===== src/rtl/ldm_pkg.sv =====
package ldm_pkg;

    typedef enum logic [1:0] {
        SH_NONE    = 2'b00,
        SH_SELF    = 2'b01,
        SH_ALL_INC = 2'b10,
        SH_ALL_EXC = 2'b11
    } short_e;

    typedef enum logic {
        FMT_FLAT    = 1'b0,
        FMT_CLUSTER = 1'b1
    } fmt_e;

    typedef enum logic [1:0] {
        REG_PHYS  = 2'b00,
        REG_LOGIC = 2'b01,
        REG_FMT   = 2'b10,
        REG_NONE  = 2'b11
    } reg_sel_e;

endpackage


===== src/rtl/ldm_cfg_regs.sv =====
module ldm_cfg_regs
    import ldm_pkg::*;
#(
    parameter int DATA_W = 32,
    parameter int ID_W = 8,
    parameter int FMT_W = 4,
    parameter logic [ID_W-1:0] RESET_ID = 8'h01
) (
    input  logic              clk,
    input  logic              rst_n,
    input  logic              we,
    input  reg_sel_e          sel,
    input  logic [DATA_W-1:0] wdata,
    output logic [ID_W-1:0]   phys_id,
    output logic [ID_W-1:0]   log_id,
    output fmt_e              fmt
);
    localparam int ID_LO = DATA_W - ID_W;
    localparam int FMT_LO = DATA_W - FMT_W;

    logic [ID_W-1:0] wr_id;
    logic            wr_flat;
    logic            unused_low;

    assign wr_id = wdata[DATA_W-1:ID_LO];
    assign wr_flat = &wdata[DATA_W-1:FMT_LO];
    assign unused_low = ^wdata[ID_LO-1:0];

    always_ff @(posedge clk) begin
        if (!rst_n) begin
            phys_id <= RESET_ID;
            log_id  <= '0;
            fmt     <= FMT_FLAT;
        end else if (we) begin
            unique case (sel)
                REG_PHYS:  phys_id <= wr_id;
                REG_LOGIC: log_id  <= wr_id;
                REG_FMT:   fmt     <= wr_flat ? FMT_FLAT : FMT_CLUSTER;
                REG_NONE:  ;
            endcase
        end
    end

    AST_NONE_SEL_KEEPS: assert property (@(posedge clk) disable iff (!rst_n)
        (we && sel == REG_NONE) |=> ($stable(phys_id) && $stable(log_id) && $stable(fmt)));
    AST_PHYS_WRITE: assert property (@(posedge clk) disable iff (!rst_n)
        (we && sel == REG_PHYS) |=> (phys_id == $past(wdata[DATA_W-1:ID_LO])));

endmodule


===== src/rtl/ldm_phys_match.sv =====
module ldm_phys_match #(
    parameter int ID_W = 8
) (
    input  logic [ID_W-1:0] phys_id,
    input  logic [ID_W-1:0] dest,
    output logic            hit
);
    localparam logic [ID_W-1:0] BCAST = '1;

    logic exact;
    logic bcast;

    assign exact = (dest == phys_id);
    assign bcast = (dest == BCAST);
    assign hit = exact | bcast;

endmodule


===== src/rtl/ldm_logic_match.sv =====
module ldm_logic_match
    import ldm_pkg::*;
#(
    parameter int ID_W = 8,
    parameter int CL_W = 4
) (
    input  logic [ID_W-1:0] log_id,
    input  fmt_e            fmt,
    input  logic [ID_W-1:0] dest,
    output logic            hit
);
    localparam int MEM_W = ID_W - CL_W;
    localparam logic [ID_W-1:0] BCAST = '1;

    logic flat_hit;
    logic clus_same;
    logic clus_overlap;
    logic clus_hit;

    assign flat_hit = |(dest & log_id);
    assign clus_same = (dest[ID_W-1:MEM_W] == log_id[ID_W-1:MEM_W]);
    assign clus_overlap = |(dest[MEM_W-1:0] & log_id[MEM_W-1:0]);
    assign clus_hit = (clus_same & clus_overlap) | (dest == BCAST);

    always_comb begin
        unique case (fmt)
            FMT_FLAT:    hit = flat_hit;
            FMT_CLUSTER: hit = clus_hit;
        endcase
    end

endmodule


===== src/rtl/ldm_top.sv =====
module ldm_top
    import ldm_pkg::*;
#(
    parameter int DATA_W = 32,
    parameter int ID_W = 8,
    parameter int CL_W = 4,
    parameter int FMT_W = 4,
    parameter logic [ID_W-1:0] RESET_ID = 8'h01
) (
    input  logic              clk,
    input  logic              rst_n,
    input  logic              cfg_we,
    input  logic [1:0]        cfg_sel,
    input  logic [DATA_W-1:0] cfg_wdata,
    input  logic              msg_valid,
    input  logic              msg_logical,
    input  logic [ID_W-1:0]   msg_dest,
    input  logic [1:0]        msg_short,
    input  logic              msg_from_self,
    output logic              acc_valid,
    output logic              acc_hit
);
    logic [ID_W-1:0] phys_id;
    logic [ID_W-1:0] log_id;
    fmt_e            fmt;
    logic            phys_hit;
    logic            log_hit;
    logic            match;
    short_e          short_code;

    assign short_code = short_e'(msg_short);

    ldm_cfg_regs #(
        .DATA_W(DATA_W), .ID_W(ID_W), .FMT_W(FMT_W), .RESET_ID(RESET_ID)
    ) u_regs (
        .clk(clk), .rst_n(rst_n), .we(cfg_we), .sel(reg_sel_e'(cfg_sel)),
        .wdata(cfg_wdata), .phys_id(phys_id), .log_id(log_id), .fmt(fmt)
    );

    ldm_phys_match #(.ID_W(ID_W)) u_phys (
        .phys_id(phys_id), .dest(msg_dest), .hit(phys_hit)
    );

    ldm_logic_match #(.ID_W(ID_W), .CL_W(CL_W)) u_logic (
        .log_id(log_id), .fmt(fmt), .dest(msg_dest), .hit(log_hit)
    );

    always_comb begin
        unique case (short_code)
            SH_NONE:    match = msg_logical ? log_hit : phys_hit;
            SH_SELF:    match = msg_from_self;
            SH_ALL_INC: match = 1'b1;
            SH_ALL_EXC: match = !msg_from_self;
        endcase
    end

    always_ff @(posedge clk) begin
        if (!rst_n) begin
            acc_valid <= 1'b0;
            acc_hit   <= 1'b0;
        end else begin
            acc_valid <= msg_valid;
            acc_hit   <= msg_valid & match;
        end
    end

    AST_HIT_NEEDS_VALID: assert property (@(posedge clk) disable iff (!rst_n)
        !acc_valid |-> !acc_hit);
    AST_VALID_FOLLOWS: assert property (@(posedge clk) disable iff (!rst_n)
        msg_valid |=> acc_valid);
    AST_PHYS_BCAST: assert property (@(posedge clk) disable iff (!rst_n)
        (msg_valid && msg_short == 2'b00 && !msg_logical && msg_dest == '1) |=> acc_hit);
    AST_SELF_ONLY: assert property (@(posedge clk) disable iff (!rst_n)
        (msg_valid && msg_short == 2'b01) |=> (acc_hit == $past(msg_from_self)));
    AST_ALL_INC: assert property (@(posedge clk) disable iff (!rst_n)
        (msg_valid && msg_short == 2'b10) |=> acc_hit);
    AST_ALL_EXC: assert property (@(posedge clk) disable iff (!rst_n)
        (msg_valid && msg_short == 2'b11) |=> (acc_hit != $past(msg_from_self)));

endmodule


===== config.mk =====
export PLATFORM = sky130hd
export DESIGN_NAME = ldm_top
export DESIGN_NICKNAME = d
export VERILOG_FILES = /design/src/rtl/ldm_pkg.sv /design/src/rtl/ldm_cfg_regs.sv /design/src/rtl/ldm_phys_match.sv /design/src/rtl/ldm_logic_match.sv /design/src/rtl/ldm_top.sv
export SDC_FILE = /design/constraint.sdc
export NUM_CORES = 1
export LEC_CHECK = 0
export BUFFER_PORTS_ARGS = -buffer_cell sky130_fd_sc_hd__buf_2
export CAP_MARGIN = 20
export CORE_MARGIN = 2
export CORE_UTILIZATION = 49
export CTS_BUF_LIST = sky130_fd_sc_hd__clkbuf_4
export CTS_CLUSTER_DIAMETER = 80
export DETAILED_ROUTE_END_ITERATION = 12
export PLACE_DENSITY = 0.93
export SLEW_MARGIN = 15
export SYNTH_ARGS = -nofsm -noshare
export SYNTH_HDL_FRONTEND = slang
export SYNTH_SLANG_ARGS = --single-unit
export TNS_END_PERCENT = 5

===== constraint.sdc =====
create_clock -name clk -period 3.8 [get_ports clk]
set_clock_uncertainty 0.2 [all_clocks]
set_input_delay 0.57 -clock clk [delete_from_list [all_inputs] [get_ports clk]]
set_output_delay 0.57 -clock clk [all_outputs]
set_load 0.01 [all_outputs]

==> metrics.md, run 1 <==
| Metric | Value |
|---|---|
| Power Dens Cells | about 330 mW/mm^2 |
| Crit Path Class | input pin to flip-flop |
| Fin util | 64.2% |
| Share of cells above drive strength 1 | ~28% |
| Drt drc | 0 |
| Top FF cell, synth | dfxtp_1 |
| Slew headroom | between 60 and 70% |
| CP Capture Type | flip-flop |
| Cts bufs inserted | 3 |
| Final WL | 1940 um |
| Post-route ant nets | 0 |
| Synth Instances | just over 90 |
| Syn avg cell area | 10.4 sq um |
| Setup bufs post-CTS | 0 |
| Later-pin clock latency in the skew report | about 0.31 ns |
| Die H | around 48 um |
| Final Critical Period | 1.96 ns |
| Mapped Area | 942 sq um |
| Antenna Cells | 0 |
| Effective utilization at floorplan | 53.4% |
| P_sw | just under 0.0001 W |
| Maximum vdd ir drop | between 0.0002 and 0.0003 V |
| Cell Count, Final, Fillers Out | about 150 |
| Avg Vias per Cell | between 5 and 6 |
| Yosys reg bits | 19 |
| Final GP Congestion | between 0.7 and 0.8 |
| Syn_nets | around 150 |
| GR Overflow Total | 0 |
| Synth cell types | 23 |
| Die W | around 48 um |
| Final nets | ~180 |
| IO Count | 52 |
| DR vias | 773 |
| Gate power share | between 10% and 20% |
| Fin Setup TNS | 0 ns |
| Max_cap viols | 0 |
| Fin. max-slew vios | 0 |
| DRT iter0 DRCs | 14 |
| # rows | 15 |
| Busiest grt layer | met2 |
| Final worst path period share | between 50% and 60% |
| Port bufs | 27 |
| Grt met2 use | about a third |
| WP data arrival | roughly 2 ns |
| Inst Count DP | 141 |
| Sequential share of power | between 50% and 60% |
| Post-CTS Hold Buffers | 0 |
| Vias in the first global route | between 700 and 800 |
| Worst Max-Slew Pin Slew | between 0.5 and 0.6 ns |
| Initial antenna violation count | 0 |
| Outcome | finished clean |
| Clk pwr share | between 20% and 30% |
| Final hold vios | 0 |
| CTS root buffer | clkbuf_4 |
| Die area | ~0.0023 sq mm |
| Largest net degree at the start of global routing | 19 |
| Power Total | ~0.00038 W |
| Sequential fraction of the synthesis area | 40.4% |
| Iteration count of the initial detailed-routing pass | 4 |
| Fmax | 510 MHz |
| Maximum fanout along the worst path | 3 |
| Layout area overhead | 20.2% |
| HPWL Detailed | roughly 1500 um |
| Pint | between 0.0002 and 0.0003 W |
| First-pass GRT wire length | 3150 um |
| Cell Area, Placed | 0.00110 sq mm |
| Post-cts repair resize count | 0 |
| Switch share | 26.1% |
| Core area | approximately 0.0018 sq mm |
| Crit path launch type | input pin |
| GR Util met3 | ~7.5% |
| Unrepaired setup endpoints after global routing | false |
| Clk slew on worst S/H paths | 0.10 ns |
| Met1 global-route usage | between 20% and 30% |
| Total global-route track usage | roughly a fifth |
| Final instance area | between 0.001 and 0.0015 sq mm |
| Leakage | slightly above 0.5 nW |
| Deepest level of the CTS H-tree | 1 |
| Yosys warnings | 0 |
| Min-Delay Path Class | input pin to flip-flop |
| EDFF count, synth | 0 |
| CTS tree | built |
| Post-synthesis async set-or-reset flop share | 0% |
| # setup viols final | 0 |
| Clock sink count | 19 |
| Worst EP required | around 3.8 ns |
| Routed len/inst | roughly 13 um |
| Clock Path Buffers | 2 |
## layer usage
metal | up-vias | wire length (um)
li1 | 380 | -
met2 | 25 | 983
met4 | 0 | 34
met3 | 6 | 109
met1 | 362 | 816
met5 | - | 0
## power groups by stage
stage	Sequential (W)	Combinational, W	Clock, W
global route	0.000212	0.0000658	0.000116
CTS	0.000211	0.0000592	0.000109
global placement	0.000215	0.0000564	0
finish	0.000211	0.0000589	0.000106
detailed placement	0.000215	0.0000587	0
floorplan	0.000215	0.0000319	0
## cells in the final DEF (no fill, tap or decap)
cell type   count
buf_2          27
dfxtp_1        19
mux2i_1        16
nor2b_1        16
xor2_1          8
ha_1            4
nand2_1         3
nor4_1          3
a21oi_1         3
clkbuf_4        3
nand3b_1        2
nand4_1         2
a22oi_1         2
nor3b_1         1
and2_1          1
nor2_1          1
o21ai_0         1
or4_4           1
o31ai_2         1
o22ai_1         1
xnor2_1         1
o311a_1         1
a41oi_1         1
clkinvlp_4      1
buf_4           1
## per-stage QoR
stage | hold WS, ns | setup slack (ns)
4_1_cts | 0.295 | 1.85
5_1_grt | 0.303 | 1.75
2_1_floorplan | 0.262 | 1.71
6_report | 0.295 | 1.84
3_5_place_dp | 0.300 | 1.52
3_3_place_gp | 0.275 | 1.53
## path summary, 6_finish.rpt
path	cells past startpoint	endpoint	slack, ns	startpoint
setup / recovery	6	acc_hit$_SDFF_PN0_	1.84	msg_dest[5]
hold / removal	2	acc_valid$_SDFF_PN0_	0.30	msg_valid
setup reg to reg	5	acc_hit$_SDFF_PN0_	1.91	u_regs.log_id[5]$_SDFFE_PN0P_
hold reg to reg	2	u_regs.log_id[3]$_SDFFE_PN0P_	0.34	u_regs.log_id[3]$_SDFFE_PN0P_
## synthesized netlist by cell type (all sizes together), types with 2 or more instances
master / count / share of area (%)
a22oi: 2 / 1.6
dfxtp: 19 / 40
nand4: 2 / 1.3
nand3b: 2 / 1.6
xor2: 8 / 7.4
nand2: 3 / 1.2
nor2b: 16 / 11
buf: 2 / 1.1
ha: 4 / 5.3
mux2i: 16 / 17
nor4: 3 / 2.0
a21oi: 3 / 1.6
## sequential cells by signal (all words and copies together) (netlist names)
signal          count
acc_hit             1
acc_valid           1
u_regs.fmt          1
u_regs.log_id       8
u_regs.phys_id      8
## critical path, cell delays in order
cell and delay (ns):
buf_2 0.12, ha_1 0.19, or4_4 0.51, o31ai_2 0.18, o22ai_1 0.10, o311a_1 0.28
## layout make-up
cell class | count | area (sq um)
Tap cell | 25 | 31.3
Timing Repair Buffer | 28 | 143
Sequential cell | 19 | 380
Fill cell | 150 | 632
Multi-Input combinational cell | 69 | 548
Clock inverter | 1 | 7.51
Clock buffer | 3 | 22.5
## cell families after synthesis
| family | Yosys count | synth area share (%) |
|---|---|---|
| buf+inv | 3 | 1.46 |
| fa+ha+maj | 4 | 5.31 |
| mux | 16 | 17.0 |
| xor+xnor | 9 | 8.37 |
| compound gates | 10 | 7.70 |
| simple gates | 30 | 19.8 |
| flops | 19 | 40.4 |
Power figures use the tool's default switching activity.
==> run 2: changes to the inputs <==
CORE_UTILIZATION = 45   (was 49)
PLACE_DENSITY = 0.87   (was 0.93)
clock period = 1.9 ns   (was 3.8 ns; I/O delays follow)
==> run 2 against run 1 <==
  * First-iteration DRC count decreased by 71%
  * Sequential power rose by 100%
  * Sequential share of layout area down 1.0 points
  * Core utilization shrank 4.5 points
  * Wire length grew 1.5%
  * Critical path depth decreased by 1
  * Power increased by 100%
  * Flip-flop and latch count is the same
  * Design area rose by 3.4%
  * Critical endpoint unchanged
  * Highest routed layer unchanged
==> metrics.md, run 2 (synthesis gave the netlist of run 1 again) <==
| Metric | Value |
|---|---|
| Outcome | finished clean |
| Avg Vias per Cell | approximately 5.3 |
| Routed len/inst | about 13 um |
| Deepest level of the CTS H-tree | 1 |
| Clk slew on worst S/H paths | roughly 0.10 ns |
| Drt drc | 0 |
| Unrepaired setup endpoints after global routing | true |
| Fmax | roughly 540 MHz |
| Post-CTS Hold Buffers | 0 |
| Gate power share | between 15 and 20% |
| Fin. max-slew vios | 0 |
| Crit path launch type | flip-flop |
| Sequential share of power | about 56% |
| Power Total | between 0.0007 and 0.0008 W |
| CP max stage delay | approximately 0.5 ns |
| GR Overflow Total | 0 |
| R2R cell count | 5 |
| Commonest non-fill, non-tap cell in the layout | buf_2 |
| RR Endpoint | acc_hit$_SDFF_PN0_ |
| CTS root buffer | clkbuf_4 |
| Later-pin clock latency in the skew report | just under 0.3 ns |
| Die area | between 0.002 and 0.0025 sq mm |
| Post-route ant nets | 0 |
| Initial antenna violation count | 0 |
| Worst R2R Setup Slack | about 0.036 ns |
| Crit Path Class | flip-flop to flip-flop |
| Biggest regs | u_regs.log_id x8, u_regs.phys_id x8 |
| HPWL Detailed | 1560 um |
| Worst EP required | between 1.5 and 2 ns |
| First-pass GRT wire length | 3130 um |
| FILL cells | about 180 |
| Worst path cell trace | ha_4 > or4_4 > o31ai_2 > o22ai_1 > o311a_1 |
| Core area | 0.00196 sq mm |
| Share of cells above drive strength 1 | around a third |
| Clock Path Buffers | 2 |
| Clock sink count | 19 |
| Largest net degree at the start of global routing | 19 |
| Max_cap viols | 0 |
| Vias in the first global route | 780 |
| Final nets | around 180 |
| Switch share | 24.4% |
| Critical path's top delay family | compound AO/OA/AOI/OAI gates |
| Antenna Cells | 0 |
| Die W | about 50 um |
| DRT iter0 DRCs | 4 |
| WP data arrival | ~1.9 ns |
| CP Depth | 5 |
| Final GP Congestion | approximately 0.84 |
| Worst Max-Slew Pin Slew | 0.536 ns |
| Leakage | between 0.5 and 0.6 nW |
| Power Dens Cells | around 650 mW/mm^2 |
| Maximum fanout along the worst path | 2 |
| Most frequent cells in the layout | buf_2 (27), dfxtp_1 (18), mux2i_1 (16), nor2b_1 (16), xor2_1 (8) |
| Final Critical Period | ~1.9 ns |
| IO Count | 52 |
| Final WL | approximately 2000 um |
| Maximum vdd ir drop | between 0.0003 and 0.0004 V |
| Crit path buf inv count | 0 |
| Slew headroom | 64.2% |
| Slowest cell on crit path | or4_4 |
| Total global-route track usage | between 10% and 20% |
| # setup viols final | 0 |
| Final hold vios | 0 |
| Worst setup path startpoint | u_regs.log_id[5]$_SDFFE_PN0P_ |
| Reg2reg start | u_regs.log_id[5]$_SDFFE_PN0P_ |
| DR vias | 791 |
| P_sw | between 0.00015 and 0.0002 W |
| Effective utilization at floorplan | 48.0% |
| # rows | 16 |
| Fin Setup TNS | 0 ns |
| Final worst path period share | between 90% and 100% |
| CP endpoint | acc_hit$_SDFF_PN0_ |
| Min-Delay Path Class | input pin to flip-flop |
| CTS tree | built |
| CP Capture Type | flip-flop |
| Die H | 49.8 um |
| Layout area overhead | 24.3% |
| Port bufs | 27 |
| Iteration count of the initial detailed-routing pass | 3 |
| Clk pwr share | between 20 and 30% |
| Pint | 0.000575 W |
| Cts bufs inserted | 3 |
run 2: final cells by class:
cell class              instances  area [sq um]  share of cell area, %
clock buffers                   4          30.0                   2.56
well taps                      27          33.8                   2.88
flip-flops and latches         19           382                   32.6
repair buffers                 31           165                   14.1
multi-input cells              69           561                   47.9
run 2: power by group through the flow:
| stage | sequential, W | combinational (W) | clock, W |
|---|---|---|---|
| 3_5_place_dp | 0.000431 | 0.000122 | 0 |
| 6_report | 0.000422 | 0.000124 | 0.000215 |
| 5_1_grt | 0.000424 | 0.000136 | 0.000242 |
| 4_1_cts | 0.000422 | 0.000123 | 0.000221 |
| 3_3_place_gp | 0.000430 | 0.000118 | 0 |
| 2_1_floorplan | 0.000430 | 0.0000639 | 0 |
run 2: what timing repair did:
action / 4_1_cts / 5_1_grt
setup buffers: 0 / 0
endpoints found under the hold margin: 0 / 0
setup endpoints to repair: 1 / 1
gates resized for setup: 1 / 2
run 2: worst min-delay path by stage:
stage | startpoint | end | slack [ns] | cells after the start
6_report | msg_valid | acc_valid$_SDFF_PN0_ | 0.02 | 2
5_1_grt | msg_valid | acc_valid$_SDFF_PN0_ | 0.02 | 2
4_1_cts | msg_valid | acc_valid$_SDFF_PN0_ | 0.02 | 2
3_5_place_dp | u_regs.phys_id[0]$_SDFFE_PN1P_ | u_regs.phys_id[0]$_SDFFE_PN1P_ | 0.30 | 2
3_3_place_gp | u_regs.phys_id[0]$_SDFFE_PN1P_ | u_regs.phys_id[0]$_SDFFE_PN1P_ | 0.28 | 2
2_1_floorplan | rst_n | u_regs.log_id[0]$_SDFFE_PN0P_ | 0.21 | 1
run 2: metrics by stage:
stage               instances  setup WS [ns]  util, %  instance area [sq um]  hold WS, ns
floorplan                  91         0.0980        -                    942        0.213
global placement          146        -0.0588     57.5                   1130        0.278
detailed placement        146        -0.0801     57.5                   1130        0.297
CTS                       150        0.00182     59.1                   1160       0.0192
global route              150       -0.00745     59.7                   1170       0.0190
finish                    150         0.0363     59.7                   1170       0.0194
run 2: layer usage:
| layer | up-vias | part of all wire (%) | GRT usage (%) |
|---|---|---|---|
| met5 | - | 0 | 0 |
| met4 | 0 | 2.9 | 10.6 |
| met3 | 8 | 4.7 | 3.33 |
| met2 | 21 | 50 | 31.3 |
| met1 | 370 | 42 | 16.5 |
| li1 | 392 | - | - |
